--- config.mk ---
export PLATFORM = sky130hd
export DESIGN_NAME = dbgseq_top
export DESIGN_NICKNAME = d
export VERILOG_FILES = /design/src/rtl/dbgseq_pkg.sv /design/src/rtl/dbgseq_rst_sync.sv /design/src/rtl/dbgseq_classify.sv /design/src/rtl/dbgseq_fsm.sv /design/src/rtl/dbgseq_store.sv /design/src/rtl/dbgseq_top.sv
export SDC_FILE = /design/constraint.sdc
export NUM_CORES = 1
export LEC_CHECK = 0
export BUFFER_PORTS_ARGS = -buffer_cell sky130_fd_sc_hd__buf_2
export CAP_MARGIN = 20
export CORE_AREA = 2 2 39 41
export DETAILED_ROUTE_END_ITERATION = 10
export DIE_AREA = 0 0 41 43
export PLACE_DENSITY = 0.79
export SYNTH_ARGS = -nofsm -noshare
export SYNTH_HDL_FRONTEND = slang
export SYNTH_SLANG_ARGS = --single-unit
--- constraint.sdc ---
create_clock -name clk -period 1.51 [get_ports clk]
set_clock_uncertainty 0.1 [all_clocks]
set_input_delay 0.2265 -clock clk [delete_from_list [all_inputs] [get_ports clk]]
set_output_delay 0.2265 -clock clk [all_outputs]
set_load 0.005 [all_outputs]
--- src/rtl/dbgseq_pkg.sv ---
package dbgseq_pkg;
  typedef enum logic [2:0] {
    ST_IDLE  = 3'd0,
    ST_HAVEA = 3'd1,
    ST_HAVEB = 3'd2,
    ST_CWAIT = 3'd3,
    ST_PEND  = 3'd4
  } seq_state_t;

  localparam logic [1:0] TAG_A = 2'b00;
  localparam logic [1:0] TAG_B = 2'b01;
  localparam logic [1:0] TAG_C = 2'b10;

  localparam logic [1:0] STAT_IDLE = 2'b00;
  localparam logic [1:0] STAT_A    = 2'b01;
  localparam logic [1:0] STAT_AB   = 2'b10;
  localparam logic [1:0] STAT_PEND = 2'b11;
endpackage

--- src/rtl/dbgseq_rst_sync.sv ---
module dbgseq_rst_sync #(
  parameter int STAGES = 2
) (
  input  logic clk,
  input  logic rst_n,
  output logic rst_q
);
  logic [STAGES-1:0] chain;

  always_ff @(posedge clk or negedge rst_n) begin
    if (!rst_n) chain <= '0;
    else        chain <= {chain[STAGES-2:0], 1'b1};
  end

  assign rst_q = chain[STAGES-1];
endmodule

--- src/rtl/dbgseq_classify.sv ---
module dbgseq_classify
  import dbgseq_pkg::*;
#(
  parameter int         CFG_W      = 3,
  parameter int         TAG_W      = 2,
  parameter logic [2:0] DEBUG_CODE = 3'b111
) (
  input  logic             match_vld,
  input  logic [CFG_W-1:0] match_cfg,
  input  logic [TAG_W-1:0] match_tag,
  output logic             dbg_hit,
  output logic             hit_a,
  output logic             hit_b,
  output logic             hit_c
);
  always_comb begin
    dbg_hit = match_vld && (match_cfg == CFG_W'(DEBUG_CODE));
    hit_a   = dbg_hit && (match_tag == TAG_W'(TAG_A));
    hit_b   = dbg_hit && (match_tag == TAG_W'(TAG_B));
    hit_c   = dbg_hit && (match_tag == TAG_W'(TAG_C));
  end
endmodule

--- src/rtl/dbgseq_fsm.sv ---
module dbgseq_fsm
  import dbgseq_pkg::*;
(
  input  logic       clk,
  input  logic       rst_q,
  input  logic       dbg_hit,
  input  logic       hit_a,
  input  logic       hit_b,
  input  logic       hit_c,
  input  logic       store_done,
  input  logic       dma_ack,
  output logic       accept,
  output logic       dma_req,
  output logic [1:0] status
);
  seq_state_t state_q, state_d;

  always_comb begin
    state_d = state_q;
    accept  = 1'b0;
    case (state_q)
      ST_IDLE: begin
        if (hit_a) begin
          accept  = 1'b1;
          state_d = ST_HAVEA;
        end
      end
      ST_HAVEA: begin
        if (hit_a) begin
          accept  = 1'b1;
          state_d = ST_HAVEA;
        end else if (hit_b) begin
          accept  = 1'b1;
          state_d = ST_HAVEB;
        end else if (hit_c) begin
          state_d = ST_IDLE;
        end
      end
      ST_HAVEB: begin
        if (hit_a) begin
          accept  = 1'b1;
          state_d = ST_HAVEA;
        end else if (hit_c) begin
          accept  = 1'b1;
          state_d = ST_CWAIT;
        end else if (hit_b) begin
          state_d = ST_IDLE;
        end
      end
      ST_CWAIT: begin
        if (store_done) state_d = ST_PEND;
      end
      ST_PEND: begin
        if (dma_ack) state_d = ST_IDLE;
      end
      default: state_d = ST_IDLE;
    endcase
  end

  always_ff @(posedge clk or negedge rst_q) begin
    if (!rst_q) state_q <= ST_IDLE;
    else        state_q <= state_d;
  end

  always_comb begin
    dma_req = (state_q == ST_PEND);
    case (state_q)
      ST_HAVEA: status = STAT_A;
      ST_HAVEB,
      ST_CWAIT: status = STAT_AB;
      ST_PEND:  status = STAT_PEND;
      default:  status = STAT_IDLE;
    endcase
  end


  pend_from_cwait_chk: assert property (@(posedge clk) disable iff (!rst_q)
    (state_q == ST_PEND && $past(state_q) != ST_PEND) |-> $past(state_q == ST_CWAIT && store_done));


  cwait_no_accept_chk: assert property (@(posedge clk) disable iff (!rst_q)
    (state_q == ST_CWAIT && dbg_hit) |=> (state_q != ST_IDLE && state_q != ST_HAVEA));
endmodule

--- src/rtl/dbgseq_store.sv ---
module dbgseq_store #(
  parameter int IDX_W = 6
) (
  input  logic             clk,
  input  logic             rst_q,
  input  logic             accept,
  input  logic [IDX_W-1:0] match_idx,
  output logic             store_en,
  output logic [IDX_W-1:0] store_idx
);
  logic             en_d;
  logic [IDX_W-1:0] idx_d;

  always_comb begin
    en_d  = accept;
    idx_d = store_idx;
    if (accept) idx_d = match_idx;
  end

  always_ff @(posedge clk or negedge rst_q) begin
    if (!rst_q) begin
      store_en  <= 1'b0;
      store_idx <= '0;
    end else begin
      store_en  <= en_d;
      store_idx <= idx_d;
    end
  end
endmodule

--- src/rtl/dbgseq_top.sv ---
module dbgseq_top
  import dbgseq_pkg::*;
#(
  parameter int         IDX_W      = 6,
  parameter int         CFG_W      = 3,
  parameter int         TAG_W      = 2,
  parameter logic [2:0] DEBUG_CODE = 3'b111,
  parameter int         SYNC_STG   = 2
) (
  input  logic             clk,
  input  logic             rst_n,
  input  logic             match_vld,
  input  logic [CFG_W-1:0] match_cfg,
  input  logic [TAG_W-1:0] match_tag,
  input  logic [IDX_W-1:0] match_idx,
  input  logic             store_done,
  input  logic             dma_ack,
  output logic             store_en,
  output logic [IDX_W-1:0] store_idx,
  output logic             new_data_set,
  output logic             rx_irq_set,
  output logic             dma_req,
  output logic [1:0]       dbg_status
);
  logic rst_q;
  logic dbg_hit, hit_a, hit_b, hit_c;
  logic accept;

  dbgseq_rst_sync #(.STAGES(SYNC_STG)) u_rst (
    .clk(clk), .rst_n(rst_n), .rst_q(rst_q)
  );

  dbgseq_classify #(.CFG_W(CFG_W), .TAG_W(TAG_W), .DEBUG_CODE(DEBUG_CODE)) u_cls (
    .match_vld(match_vld), .match_cfg(match_cfg), .match_tag(match_tag),
    .dbg_hit(dbg_hit), .hit_a(hit_a), .hit_b(hit_b), .hit_c(hit_c)
  );

  dbgseq_fsm u_fsm (
    .clk(clk), .rst_q(rst_q), .dbg_hit(dbg_hit),
    .hit_a(hit_a), .hit_b(hit_b), .hit_c(hit_c),
    .store_done(store_done), .dma_ack(dma_ack),
    .accept(accept), .dma_req(dma_req), .status(dbg_status)
  );

  dbgseq_store #(.IDX_W(IDX_W)) u_st (
    .clk(clk), .rst_q(rst_q), .accept(accept), .match_idx(match_idx),
    .store_en(store_en), .store_idx(store_idx)
  );

  // Debug stores never flag new data or raise the buffer interrupt.
  assign new_data_set = 1'b0;
  assign rx_irq_set   = 1'b0;


  store_needs_debug_chk: assert property (@(posedge clk) disable iff (!rst_q)
    store_en |-> $past(match_vld && match_cfg == CFG_W'(DEBUG_CODE)));


  pend_blocks_store_chk: assert property (@(posedge clk) disable iff (!rst_q)
    (dma_req && match_vld) |=> !store_en);


  req_rise_chk: assert property (@(posedge clk) disable iff (!rst_q)
    $rose(dma_req) |-> $past(store_done));


  req_fall_chk: assert property (@(posedge clk) disable iff (!rst_q)
    $fell(dma_req) |-> $past(dma_ack));


  store_idx_chk: assert property (@(posedge clk) disable iff (!rst_q)
    store_en |-> (store_idx == $past(match_idx)));
endmodule

==> impl_metrics.csv <==
group,metric,value,unit
final_layout,final_area,929.6,um^2
routing,routed-via-count,521,
worst_setup_path,crit_top_cell,"mux2_4",
synth,netlist_instances,50,
clocking,cts_tree,"done",
synth,syn-cell-area,601.8,um^2
worst_setup_path,cp.arrival,1690,ps
global_route,grt_overflow,0,
placed_design,hpwl,948.3,um
sta,finalMaxSlewViolations,0,
synth,seq_area_frac_synth,49.90,%
floorplanning,initial_utilization,43.49,%
sta,finalSetupTns,-1124,ps
run_status,violations,"negative setup slack",
routing,drc_errors,0,
routing,wl,1442,um
floorplanning,die_h,43,um
power,powerDensity,1187,mW/mm^2
worst_setup_path,criticalPathCategory,"reg -> reg",
routing,wl_per_cell,14.14,um
global_route,grt_pass1_vias,473,
synth,syn_avg_cell_area,12.04,um^2
worst_setup_path,worstPathCellList,"mux2_4, a2111oi_4, buf_6, mux2_4",
worst_setup_path,r2r_setup_slack,-140,ps
sta,layout_min_cycle_time,1647,ps
global_route,grt_pass1_wl,1890,um
clocking,clkTransAtPathRegs,70,ps
worst_setup_path,critical_path.top_delay_family,"multiplexers",
worst_setup_path,r2r-start,"u_fsm.state_q[1]",
worst_setup_path,critPathBufInv,1,
sta,max_freq,607.2,MHz
placed_design,port_buffers,25,
worst_setup_path,crit_cells,4,
global_route,grt_antenna_before_repair,0,
routing,drt_iter0_markers,12,
min_path,hp-class,"reg -> async",
worst_setup_path,critPathSlowestCell,"dfrtp_1",
job,maxCapViolCount,0,
worst_setup_path,cp_data_required_time,1560,ps
clocking,cts_htree_levels,1,
worst_setup_path,critPathMaxStageDelay,410,ps
synth,synth.distinct_cells,26,
clocking,clock-sinks,12,
floorplanning,coreArea,0.001384,mm^2
final_layout,nets,103,
sta,setup_violations,10,
power,p_leak,0.4622,nW
placed_design,placed_cell_area,772.0,um^2
sta,hold_viol,0,
final_layout,drive_above_1_share,68.60,%
global_route,track_usage,17.11,%
worst_setup_path,crit_start,"u_fsm.state_q[1]",
worst_setup_path,crit_path_max_fanout,7,
synth,ys_ff_latch,12,
worst_setup_path,reg2reg_depth,4,
sta,rsz0062_at_grt,"yes",
synth,yosys_warnings,0,
sta,timing.final.crit_share,109.1,%
floorplanning,fp.dieArea,0.001763,mm^2
global_route,grt_max_degree,11,
routing,dr.pass1.iters,3,
clocking,cts_made_buffers,3,
routing,via_per_inst,5.108,
final_layout,diodes,0,
floorplanning,core.rowCount,14,
power,irDropWorstVdd,0.7068,mV
final_layout,syn2layout_area_growth,54.47,%
sta,setup_slack,-137.0,ps
clocking,clk_latency,260,ps
run_status,status,"finished, violations left",
placed_design,gp_congestion,0.9033,
clocking,clockRootBuffer,"clkbuf_4",
worst_setup_path,r2r-end,"u_st.store_idx[3]",
worst_setup_path,startpoint_type,"flop",
routing,postRouteAntennaNets,0,
clocking,cts.path.max_buffers,2,
power,power,1.103,mW
floorplanning,die_x,41,um
final_layout,final_util,67.18,%
worst_setup_path,worstSetupEndpointType,"flop",
worst_setup_path,endpoint,"u_st.store_idx[3]",
floorplanning,num_io_pins,28,
-- area by class of cell --
cell class,instances,area [um^2]
Multi-Input combinational cell,31,327.8
Timing Repair Buffer,36,229.0
Fill cell,109,454.2
Sequential cell,12,300.3
Tap cell,16,20.02
Clock buffer,4,36.28
Inverter,3,16.27
-- stage by stage --
stage	cells	hold slack, ps	setup slack [ps]
final	102	54.58	-137.0
after global routing	102	62.45	-199.7
after CTS	100	40.76	-119.5
after detailed placement	95	-86.18	-132.7
after global placement	95	-89.83	-94.52
after floorplan	51	-169.1	-227.7
-- synthesized netlist by cell type --
cell type	count	area [um^2]
dfrtp_1	12	300.3
mux2_2	6	67.56
buf_4	3	22.52
inv_1	3	11.26
conb_1	2	7.510
nor2_1	2	7.510
o211ai_1	2	15.01
o21ai_0	2	10.01
a2111oi_4	1	27.53
a22o_2	1	10.01
a31oi_1	1	6.260
buf_2	1	5.000
buf_6	1	11.26
mux2_4	1	15.01
nand2_1	1	3.750
nand3_1	1	5.000
nand4_1	1	6.260
nand4b_1	1	8.760
nor3_1	1	5.000
nor4_1	1	6.260
o21a_1	1	7.510
o41ai_1	1	8.760
or2_2	1	6.260
or3b_2	1	8.760
or4b_2	1	10.01
xnor2_1	1	8.760
-- layer usage --
metal  vias to the layer above  GRT usage, %  part of all wire, %
met5                         -             0                    0
met4                         0         8.000                  1.3
met3                         2         7.853                  3.7
met2                        13         28.44                   57
met1                       261         16.84                   38
li1                        245             -                    -
-- where the power goes --
part	leakage [nW]	switching (mW)	internal, mW
Sequential	0.154	0.0482	0.385
Combinational	0.287	0.172	0.258
Clock	0.0210	0.0941	0.146
-- how the worst min path moves through the flow --
stage / depth (start not counted) / startpoint / slack, ps / endpoint
5_1_grt: 2 / dma_ack / 60 / u_fsm.state_q[2]
6_report: 0 / u_rst.chain[1] / 50 / u_st.store_en
3_3_place_gp: 1 / rst_n / -90 / u_rst.chain[1]
3_5_place_dp: 1 / rst_n / -90 / u_rst.chain[0]
4_1_cts: 2 / dma_ack / 40 / u_fsm.state_q[2]
2_1_floorplan: 0 / rst_n / -170 / u_rst.chain[0]
-- state kept, by name, indices dropped and copies added (netlist names) --
name / count
u_st.store_idx: 6
u_fsm.state_q: 3
u_rst.chain: 2
u_st.store_en: 1
-- cells in the final DEF, fill, tap and decap left out, types with 2 or more instances in the layout --
cell type	synthesis	final
buf_6	1	5
nor2_1	2	2
inv_2	0	2
clkbuf_4	0	3
mux2_4	1	7
o211ai_1	2	2
dfrtp_1	12	12
buf_4	3	5
buf_2	1	25
conb_1	2	3
-- what timing repair did --
action                     4_1_cts  5_1_grt
hold endpoints to repair         2        0
buffers inserted                 0        2
hold buffers                     1        0
gates resized for setup         15       11
pin swaps                        4        1
setup endpoints to repair       10       10
-- logic make-up after synthesis --
group           Yosys count  synth area share (%)
mux                       7                 13.72
other cells               2                 1.248
compound gates            9                 14.14
xor+xnor                  1                 1.456
buf+inv                   8                 8.315
simple gates             11                 11.23
flops                    12                 49.90
Note: power is estimated with default switching activity, not from simulation.
